$ cat src/rtl/fanI2cPkg.sv
package fanI2cPkg;

  localparam int BYTE_W = 8;

  typedef enum logic [2:0] {
    ST_IDLE,
    ST_ADDR,
    ST_PTR,
    ST_WDATA,
    ST_ACK,
    ST_RDATA,
    ST_RACK
  } busState_e;

  // Strobes from the bus controller to the register datapath
  typedef struct packed {
    logic loadPtr;
    logic incPtr;
    logic wrEn;
  } regStrobe_t;

endpackage

$ cat src/rtl/fanI2cCtrl.sv
module fanI2cCtrl
  import fanI2cPkg::*;
#(
  parameter logic [6:0] SLAVE_ADDR = 7'h74
) (
  input  logic              clk,
  input  logic              rstN,
  input  logic              sclIn,
  input  logic              sdaIn,
  input  logic [BYTE_W-1:0] readByte,
  output logic [BYTE_W-1:0] rxByte,
  output regStrobe_t        strobe,
  output logic              sdaDriveLow
);

  localparam int CNT_W = $clog2(BYTE_W + 1);
  localparam logic [CNT_W-1:0] FULL_CNT = CNT_W'(BYTE_W);
  localparam logic [CNT_W-1:0] LAST_BIT = CNT_W'(BYTE_W - 1);

  logic [1:0] sclSync, sdaSync;
  logic       sclPrev, sdaPrev;
  logic       sclNow, sdaNow;
  logic       startSeen, stopSeen, sclRise, sclFall;

  busState_e         state, ackNext;
  logic [CNT_W-1:0]  bitCnt;
  logic [BYTE_W-1:0] shiftReg;
  logic              sdaLow;
  logic              masterAck;

  // Two-flop synchronisers plus one delayed copy for edge detection
  always_ff @(posedge clk or negedge rstN) begin
    if (!rstN) begin
      sclSync <= 2'b11;
      sdaSync <= 2'b11;
      sclPrev <= 1'b1;
      sdaPrev <= 1'b1;
    end else begin
      sclSync <= {sclSync[0], sclIn};
      sdaSync <= {sdaSync[0], sdaIn};
      sclPrev <= sclSync[1];
      sdaPrev <= sdaSync[1];
    end
  end

  always_comb begin
    sclNow    = sclSync[1];
    sdaNow    = sdaSync[1];
    startSeen = sclNow & sclPrev & sdaPrev & ~sdaNow;
    stopSeen  = sclNow & sclPrev & ~sdaPrev & sdaNow;
    sclRise   = sclNow & ~sclPrev;
    sclFall   = ~sclNow & sclPrev;
  end

  always_ff @(posedge clk or negedge rstN) begin
    if (!rstN) begin
      state     <= ST_IDLE;
      ackNext   <= ST_IDLE;
      bitCnt    <= '0;
      shiftReg  <= '0;
      sdaLow    <= 1'b0;
      masterAck <= 1'b0;
      strobe    <= '0;
    end else begin
      strobe <= '0;
      if (startSeen) begin
        state  <= ST_ADDR;
        bitCnt <= '0;
        sdaLow <= 1'b0;
      end else if (stopSeen) begin
        state  <= ST_IDLE;
        sdaLow <= 1'b0;
      end else begin
        case (state)
          ST_ADDR, ST_PTR, ST_WDATA: begin
            if (sclRise && bitCnt != FULL_CNT) begin
              shiftReg <= {shiftReg[BYTE_W-2:0], sdaNow};
              bitCnt   <= bitCnt + 1'b1;
            end else if (sclFall && bitCnt == FULL_CNT) begin
              bitCnt <= '0;
              if (state == ST_ADDR) begin
                if (shiftReg[BYTE_W-1:1] == SLAVE_ADDR) begin
                  sdaLow  <= 1'b1;
                  state   <= ST_ACK;
                  ackNext <= shiftReg[0] ? ST_RDATA : ST_PTR;
                end else begin
                  state <= ST_IDLE;
                end
              end else if (state == ST_PTR) begin
                sdaLow         <= 1'b1;
                state          <= ST_ACK;
                ackNext        <= ST_WDATA;
                strobe.loadPtr <= 1'b1;
              end else begin
                sdaLow        <= 1'b1;
                state         <= ST_ACK;
                ackNext       <= ST_WDATA;
                strobe.wrEn   <= 1'b1;
                strobe.incPtr <= 1'b1;
              end
            end
          end
          ST_ACK: begin
            if (sclFall) begin
              bitCnt <= '0;
              state  <= ackNext;
              if (ackNext == ST_RDATA) begin
                shiftReg <= readByte;
                sdaLow   <= ~readByte[BYTE_W-1];
              end else begin
                sdaLow <= 1'b0;
              end
            end
          end
          ST_RDATA: begin
            if (sclFall) begin
              if (bitCnt == LAST_BIT) begin
                sdaLow        <= 1'b0;
                bitCnt        <= '0;
                state         <= ST_RACK;
                strobe.incPtr <= 1'b1;
              end else begin
                bitCnt   <= bitCnt + 1'b1;
                sdaLow   <= ~shiftReg[BYTE_W-2];
                shiftReg <= {shiftReg[BYTE_W-2:0], 1'b0};
              end
            end
          end
          ST_RACK: begin
            if (sclRise) begin
              masterAck <= ~sdaNow;
            end else if (sclFall) begin
              if (masterAck) begin
                shiftReg <= readByte;
                sdaLow   <= ~readByte[BYTE_W-1];
                bitCnt   <= '0;
                state    <= ST_RDATA;
              end else begin
                state <= ST_IDLE;
              end
            end
          end
          default: begin
            sdaLow <= 1'b0;
          end
        endcase
      end
    end
  end

  assign rxByte      = shiftReg;
  assign sdaDriveLow = sdaLow;

endmodule

$ cat src/rtl/fanRegFile.sv
module fanRegFile
  import fanI2cPkg::*;
#(
  parameter int NUM_FANS   = 3,
  parameter int DUTY_MAX   = 100,
  parameter int DUTY_RESET = 30
) (
  input  logic                       clk,
  input  logic                       rstN,
  input  regStrobe_t                 strobe,
  input  logic [BYTE_W-1:0]          rxByte,
  input  logic [NUM_FANS*BYTE_W-1:0] tachRps,
  output logic [BYTE_W-1:0]          readByte,
  output logic [NUM_FANS-1:0]        fanEnable,
  output logic [NUM_FANS*BYTE_W-1:0] fanDuty
);

  localparam int NUM_REGS = NUM_FANS + 1;
  localparam int PTR_W    = $clog2(NUM_REGS);
  localparam logic [PTR_W-1:0]  LAST_PTR  = PTR_W'(NUM_FANS);
  localparam logic [BYTE_W-1:0] LAST_REG  = BYTE_W'(NUM_FANS);
  localparam logic [BYTE_W-1:0] DUTY_LIM  = BYTE_W'(DUTY_MAX);
  localparam logic [BYTE_W-1:0] DUTY_INIT = BYTE_W'(DUTY_RESET);

  logic [PTR_W-1:0]  ptr;
  logic [BYTE_W-1:0] dutyIn;

  // Pointer: loaded from the pointer byte, advanced after each data byte
  always_ff @(posedge clk or negedge rstN) begin
    if (!rstN) begin
      ptr <= '0;
    end else if (strobe.loadPtr) begin
      ptr <= (rxByte <= LAST_REG) ? rxByte[PTR_W-1:0] : '0;
    end else if (strobe.incPtr) begin
      ptr <= (ptr == LAST_PTR) ? '0 : ptr + 1'b1;
    end
  end

  always_ff @(posedge clk or negedge rstN) begin
    if (!rstN) begin
      fanEnable <= '1;
    end else if (strobe.wrEn && ptr == '0) begin
      fanEnable <= rxByte[NUM_FANS-1:0];
    end
  end

  assign dutyIn = (rxByte > DUTY_LIM) ? DUTY_LIM : rxByte;

  for (genvar k = 0; k < NUM_FANS; k++) begin : g_duty
    always_ff @(posedge clk or negedge rstN) begin
      if (!rstN) begin
        fanDuty[k*BYTE_W +: BYTE_W] <= DUTY_INIT;
      end else if (strobe.wrEn && ptr == PTR_W'(k + 1)) begin
        fanDuty[k*BYTE_W +: BYTE_W] <= dutyIn;
      end
    end
  end

  // Read side: mask at index 0, measured speeds above it
  always_comb begin
    readByte = '0;
    if (ptr == '0) begin
      readByte[NUM_FANS-1:0] = fanEnable;
    end
    for (int k = 0; k < NUM_FANS; k++) begin
      if (ptr == PTR_W'(k + 1)) begin
        readByte = tachRps[k*BYTE_W +: BYTE_W];
      end
    end
  end

endmodule

$ cat src/rtl/fanI2cTarget.sv
module fanI2cTarget
  import fanI2cPkg::*;
#(
  parameter logic [6:0] SLAVE_ADDR = 7'h74,
  parameter int NUM_FANS   = 3,
  parameter int DUTY_MAX   = 100,
  parameter int DUTY_RESET = 30
) (
  input  logic                  clk,
  input  logic                  rstN,
  input  logic                  sclIn,
  input  logic                  sdaIn,
  output logic                  sdaDriveLow,
  input  logic [NUM_FANS*8-1:0] tachRps,
  output logic [NUM_FANS-1:0]   fanEnable,
  output logic [NUM_FANS*8-1:0] fanDuty
);

  regStrobe_t        strobe;
  logic [BYTE_W-1:0] rxByte;
  logic [BYTE_W-1:0] readByte;

  fanI2cCtrl #(
    .SLAVE_ADDR(SLAVE_ADDR)
  ) ctrl (
    .clk        (clk),
    .rstN       (rstN),
    .sclIn      (sclIn),
    .sdaIn      (sdaIn),
    .readByte   (readByte),
    .rxByte     (rxByte),
    .strobe     (strobe),
    .sdaDriveLow(sdaDriveLow)
  );

  fanRegFile #(
    .NUM_FANS  (NUM_FANS),
    .DUTY_MAX  (DUTY_MAX),
    .DUTY_RESET(DUTY_RESET)
  ) regs (
    .clk      (clk),
    .rstN     (rstN),
    .strobe   (strobe),
    .rxByte   (rxByte),
    .tachRps  (tachRps),
    .readByte (readByte),
    .fanEnable(fanEnable),
    .fanDuty  (fanDuty)
  );

endmodule

$ cat config.mk
export PLATFORM = sky130hd
export DESIGN_NAME = fanI2cTarget
export DESIGN_NICKNAME = d
export VERILOG_FILES = /design/src/rtl/fanI2cPkg.sv /design/src/rtl/fanI2cCtrl.sv /design/src/rtl/fanRegFile.sv /design/src/rtl/fanI2cTarget.sv
export SDC_FILE = /design/constraint.sdc
export NUM_CORES = 1
export LEC_CHECK = 0
export ABC_AREA = 1
export BUFFER_PORTS_ARGS = -buffer_cell sky130_fd_sc_hd__buf_2
export CORE_ASPECT_RATIO = 0.5
export CORE_UTILIZATION = 45
export DETAILED_ROUTE_END_ITERATION = 10
export GPL_ROUTABILITY_DRIVEN = 0
export GPL_TIMING_DRIVEN = 0
export PLACE_DENSITY = 0.65
export SYNTH_ARGS = -nofsm -noshare
export SYNTH_HDL_FRONTEND = slang
export SYNTH_HIERARCHICAL = 1
export SYNTH_SLANG_ARGS = --single-unit
$ cat constraint.sdc
create_clock -name clk -period 3.8 [get_ports clk]
set_clock_uncertainty 0.15 [all_clocks]
set_input_delay 0.57 -clock clk [delete_from_list [all_inputs] [get_ports clk]]
set_output_delay 0.57 -clock clk [all_outputs]
set_load 0.1 [all_outputs]
==> results of run 1 <==
[registers in the layout (all words and copies together), names as in the netlist]
name,flops
ctrl/ackNext,3
ctrl/bitCnt,4
ctrl/masterAck,1
ctrl/rxByte,8
ctrl/sclPrev,1
ctrl/sclSync,2
ctrl/sdaDriveLow,1
ctrl/sdaPrev,1
ctrl/sdaSync,2
ctrl/state,3
ctrl/strobe,3
regs/fanDuty,24
regs/fanEnable,3
regs/ptr,2
[final cells by class]
type | count | area (µm²)
inverters | 51 | 204
well taps | 92 | 115
fillers | 663 | 2870
clock buffers | 9 | 225
flip-flops and latches | 58 | 1480
clock inverters | 7 | 103
plain buffers | 5 | 42.5
repair buffers | 55 | 278
multi-input cells | 314 | 1520
[critical path: cells and delay by family (launching register included)]
family / cells / cell delay (ns)
flops: 1 / 0.40
buf+inv: 2 / 0.16
fa+ha+maj: 1 / 0.23
simple gates: 5 / 0.57
compound gates: 3 / 0.47
[cells by family after synthesis]
logic type               synth area share
AO/OA/AOI/OAI                      0.0760
XOR/XNOR                          0.00540
adder cells (fa/ha/maj)            0.0232
buffers and inverters              0.0760
flip-flops                          0.456
AND/OR/NAND/NOR                     0.364
[placed cells by master (no fill, tap or decap), drive strengths merged, types with 6 or more instances in the layout]
cell    synthesis  final
nand2         159    159
buf             5     60
nand3          52     52
inv            49     50
nor2           44     44
dfrtp          37     37
o21ai          24     24
dfstp          21     21
a21oi          19     19
clkbuf          0      9
ha              6      6
[power groups by stage]
stage	clock (mW)	combinational, mW	sequential, mW
detailed placement	0	0.636	0.794
finish	0.882	0.635	0.786
floorplan	0	0.484	0.789
global route	0.926	0.721	0.799
global placement	0	0.632	0.796
CTS	0.903	0.642	0.785
[stage by stage]
| step | utilization | worst slack (ns) |
|---|---|---|
| after floorplan | - | 2.05 |
| after global placement | 0.532 | 1.72 |
| after detailed placement | 0.532 | 1.75 |
| after CTS | 0.580 | 1.72 |
| after global routing | 0.580 | 1.55 |
| final | 0.580 | 1.72 |
[routing by layer]
| layer | share of wire | wire (µm) | up-vias |
|---|---|---|---|
| li1 | - | - | 1489 |
| met1 | 0.49 | 3560 | 1367 |
| met2 | 0.45 | 3310 | 47 |
| met3 | 0.048 | 352 | 9 |
| met4 | 0.013 | 95 | 0 |
| met5 | 0 | 0 | - |
[worst max path at each step]
stage / from / to / slack, ns / cells after the start
2_1_floorplan: regs/ptr[1]$_DFFE_PN0P_ / ctrl/sdaDriveLow$_DFFE_PN0P_ / 2.05 / 11
3_3_place_gp: regs/ptr[1]$_DFFE_PN0P_ / ctrl/sdaDriveLow$_DFFE_PN0P_ / 1.72 / 11
3_5_place_dp: regs/ptr[1]$_DFFE_PN0P_ / ctrl/sdaDriveLow$_DFFE_PN0P_ / 1.75 / 11
4_1_cts: regs/ptr[1]$_DFFE_PN0P_ / ctrl/sdaDriveLow$_DFFE_PN0P_ / 1.72 / 11
5_1_grt: regs/ptr[1]$_DFFE_PN0P_ / ctrl/sdaDriveLow$_DFFE_PN0P_ / 1.55 / 11
6_report: regs/ptr[1]$_DFFE_PN0P_ / ctrl/sdaDriveLow$_DFFE_PN0P_ / 1.72 / 11
==> metrics.yaml, run 1 <==
status:
  status: "completed"
global_routing:
  grt_busiest_layer: "met2"
  grt_pass1_vias: 2671
  grt_pass1_wl_mm: 12.2
  grt.total_usage: 0.217
  grtUsageMet1: 0.270
  grt-ovfl-total: 0
  grt_antenna_before_repair: 0
  grt_start_max_net_pins: 59
  met2_usage: 0.374
  met3_usage: 0.0630
clock_network:
  ctsResizeCount: 0
  ctsHoldBuffers: 0
  cts-buffers-inserted: 9
  cts_tree: "yes"
  cts-root-buf: "clkbuf_16"
  cts_sinks: 58
  h-tree-depth: 3
  clock_path_buffers: 2
  clk_pin_slew_ns: 0.05
  clock_latency_ns: 0.33
  cts_setup_buffers: 0
drt:
  ant_nets: 0
  via_per_inst: 4.93
  drtIter0Drc: 167
  drt_first_pass_iters: 4
  vias: 2912
  avgRoutedWirePerCell_um: 12.4
  drcViolationCount: 0
  routed_wl_mm: 7.31
synth:
  synth-seq-area-share: 0.456
  synth_commonest_cells: "nand2_1, nand3_1, nor2_1"
  post-synth-top-area-cell: "dfrtp_1"
  yosysMostFrequentCell: "nand2_1"
  synth_ff_type: "dfrtp_1"
  synth_edf_count: 0
  syn_inst: 428
  netlist.area_leader.share: 0.286
  synth_seq_cells: 58
  syn-num-nets: 462
  synth.top_cells.by_area: "dfrtp_1, dfstp_2, nand2_1"
  syn_avg_cell_area_um2: 7.57
  yosys_warnings: 6
  synth.distinct_cells: 30
  synth.cell_area_um2: 3240
  async_flop_share: 1.00
place:
  placed_cell_area_um2: 3630
  place_hpwl_mm: 5.31
  placed_cells: 575
  portBuffers: 55
power:
  p_leak_nw: 2.13
  p_seq_frac: 0.341
  combPwrFrac: 0.276
  power.switching_mw: 0.836
  p_clk_frac: 0.383
  power_density_nw_per_um2: 581
  max-vdd-ir-drop_v: 0.000311
  cellInternalPower_mw: 1.47
  switching_share: 0.363
  report.power.total_mw: 2.30
layout:
  finalInstanceArea_um2: 3960
  syn2layout_area_growth_pct: 22.2
  final_layout_size_suffix_gt1_frac: 0.285
  fin_cells: 591
  antenna_cells: 0
  fin_nets: 528
sta:
  rsz0062_at_grt: "no"
  finalHoldViolCount: 0
  period_minus_slack_ns: 2.08
  whs_ns: 0.133
  setup_viol: 0
  slew_headroom: 0.520
  fin_crit_sh: 0.548
  tns_ns: 0
  slew_violations: 0
  worst_slew_pin_slew_ns: 0.719
  fmax_mhz: 480
worst_setup_path:
  slowest_stage: "dfrtp_1"
  cp.arrival_ns: 2.15
  regToRegStartpoint: "regs/ptr[1]$_DFFE_PN0P_"
  path_cells: "inv_1 > ha_1 > inv_2 > nor2_2 > nand2_1 > a21oi_1 > nor2_1 > a21oi_1 > o21ai_1 > nand3_1 > nand2_1"
  r2r_cells: 11
  crit_path_max_incr_delay_ns: 0.40
  crit_fanout: 8
  critPathKind: "reg -> reg"
  cp-end-kind: "flop"
  cp.required_ns: 3.87
  regToRegSetupSlack_ns: 1.72
  crit-reg2reg-capture: "ctrl/sdaDriveLow$_DFFE_PN0P_"
  critPathLaunchType: "flop"
die:
  start_util: 0.475
  num_rows: 21
  die_x_um: 122
  die_area_um2: 7570
  io-pin-count: 56
  die_h_um: 62.0
  core_um2: 6830
min_path:
  hp-class: "in -> async"
job:
  maxCapViolCount: 0
Note: power is estimated with default switching activity, not from simulation.
==> run 2: changes to the inputs <==
Settings changed: PLACE_DENSITY 0.65 to 0.68.
Clock period 3.8 ns to 1.85 ns, I/O delays scaled along.
==> run 2 against run 1 <==
  * Worst hold slack better by 0.070 ns
  * Cell area is 5.5% higher
  * Sequential share of layout area is 1.9 points lower
  * Worst setup slack worse by 1.7 ns
  * Die area stayed put
  * Non-clock buffer count is 11 higher
  * Critical path depth stayed put
  * Routed wire length is 5.0% higher
  * Final cell count is 1.9% higher
  * Combinational power is 120% higher
  * Global-route usage is 0.31 points lower
  * Register-to-register slack worse by 1.7 ns
  * Largest cell class unchanged
  * Highest routed layer unchanged
==> metrics.yaml, run 2 (synthesis gave the netlist of run 1 again) <==
status:
  status: "completed"
power:
  max-vdd-ir-drop_v: 0.000700
  combPwrFrac: 0.301
  p_clk_frac: 0.356
  cellInternalPower_mw: 3.02
  p_leak_nw: 2.19
  power_density_nw_per_um2: 1130
  power.switching_mw: 1.72
  report.power.total_mw: 4.73
  switching_share: 0.363
  p_seq_frac: 0.343
worst_setup_path:
  crit_start: "regs/ptr[1]$_DFFE_PN0P_"
  crit_fanout: 4
  cp-end-kind: "flop"
  critPathKind: "reg -> reg"
  critPathLaunchType: "flop"
  cp.arrival_ns: 1.89
  cp.required_ns: 1.91
  regToRegStartpoint: "regs/ptr[1]$_DFFE_PN0P_"
layout:
  final_layout_size_suffix_gt1_frac: 0.331
  regMostFlops: "regs/fanDuty"
  syn2layout_area_growth_pct: 28.9
  largest_reg_flops: 24
  antenna_cells: 0
  final_common_cell: "nand2_1"
  fillers: 611
  largest_registers: "regs/fanDuty: 24 flops, ctrl/rxByte: 8 flops, ctrl/bitCnt: 4 flops"
  fin_nets: 539
  final_cell_mix: "nand2_1, buf_2, nand3_1"
sta:
  setup_viol: 0
  finalHoldViolCount: 0
  rsz0062_at_grt: "yes"
  worst_slew_pin_slew_ns: 0.731
  slew_headroom: 0.513
  period_minus_slack_ns: 1.83
  tns_ns: 0
  slew_violations: 0
  fmax_mhz: 547
  fin_crit_sh: 0.989
clock_network:
  cts_tree: "yes"
  cts-buffers-inserted: 9
  cts_sinks: 58
  clk_pin_slew_ns: 0.06
  cts-root-buf: "clkbuf_16"
  clock_path_buffers: 2
  clock_latency_ns: 0.33
  h-tree-depth: 3
die:
  die_area_um2: 7570
  die_h_um: 62.0
  io-pin-count: 56
  start_util: 0.475
  num_rows: 21
  core_um2: 6830
  die_x_um: 122
drt:
  drtIter0Drc: 150
  via_per_inst: 4.95
  vias: 2977
  routed_wl_mm: 7.68
  ant_nets: 0
  avgRoutedWirePerCell_um: 12.8
  drcViolationCount: 0
  drt_first_pass_iters: 4
place:
  portBuffers: 55
  place_hpwl_mm: 5.26
global_routing:
  grt.total_usage: 0.214
  grt_start_max_net_pins: 59
  grt_pass1_wl_mm: 12.1
  grt_pass1_vias: 2591
  grt-ovfl-total: 0
  grt_antenna_before_repair: 0
job:
  maxCapViolCount: 0
min_path:
  hp-start: "ctrl/sclSync[0]$_DFF_PN1_"
  hp-class: "reg -> reg"
==> run 2: stage by stage <==
stage	hold slack, ns	util	area, µm²	cells	setup WS, ns
detailed placement	0.197	0.532	3630	575	-0.214
finish	0.203	0.612	4180	602	0.0210
global route	0.207	0.612	4180	602	-0.0907
global placement	0.196	0.532	3630	575	-0.214
CTS	0.123	0.587	4010	596	0.0157
floorplan	-0.168	-	3240	428	0.100
==> run 2: what timing repair did <==
item                                   CTS  global route
setup buffers                            3             6
cloned                                   0             0
resized for setup                        9            28
endpoints found under the hold margin    2            37
hold buffers                             2             1
setup endpoints to repair                4            18
pin swaps                                2             9
==> run 2: power groups by stage <==
| stage | registers, mW | logic (mW) | clock network [mW] |
|---|---|---|---|
| floorplan | 1.62 | 0.995 | 0 |
| global placement | 1.63 | 1.30 | 0 |
| detailed placement | 1.63 | 1.31 | 0 |
| CTS | 1.61 | 1.32 | 1.72 |
| global route | 1.64 | 1.60 | 1.78 |
| finish | 1.62 | 1.42 | 1.69 |
==> run 2: layout make-up <==
class,instances,area (µm²),share of cell area
sequential,58,1480,0.354
buffer,5,52.6,0.0126
timing repair buffer,66,388,0.0928
multi-input combinational,314,1630,0.390
clock buffer,12,256,0.0614
clock inverter,4,50.0,0.0120
tap,92,115,0.0275
inverter,51,211,0.0506
==> run 2: final timing paths <==
check	end	slack, ns	cells after the start
max	ctrl/sdaDriveLow$_DFFE_PN0P_	0.02	11
min	ctrl/sclSync[1]$_DFF_PN1_	0.20	0
max reg2reg	ctrl/sdaDriveLow$_DFFE_PN0P_	0.02	11
min reg2reg	ctrl/sclSync[1]$_DFF_PN1_	0.20	0
max in group asynchronous	ctrl/sdaDriveLow$_DFFE_PN0P_	0.65	2
min in group asynchronous	regs/fanDuty[8]$_DFFE_PN0P_	0.42	2
==> run 2: per-layer routing <==
| metal | GRT usage | wire (µm) | part of all wire | vias to the layer above |
|---|---|---|---|---|
| li1 | - | - | - | 1517 |
| met1 | 0.279 | 3780 | 0.49 | 1378 |
| met2 | 0.347 | 3430 | 0.45 | 74 |
| met3 | 0.0639 | 396 | 0.052 | 8 |
| met4 | 0.0758 | 73 | 0.0095 | 0 |
| met5 | 0 | 0 | 0 | - |
==> run 2: critical path, stage by stage, from the launching register on <==
cell	delay [ns]
dfrtp_1	0.43
inv_2	0.10
ha_4	0.16
inv_4	0.04
nor2_4	0.15
nand2_2	0.07
a21oi_2	0.18
nor2_1	0.06
a21oi_1	0.14
o21ai_1	0.07
nand3_1	0.10
nand2_1	0.06
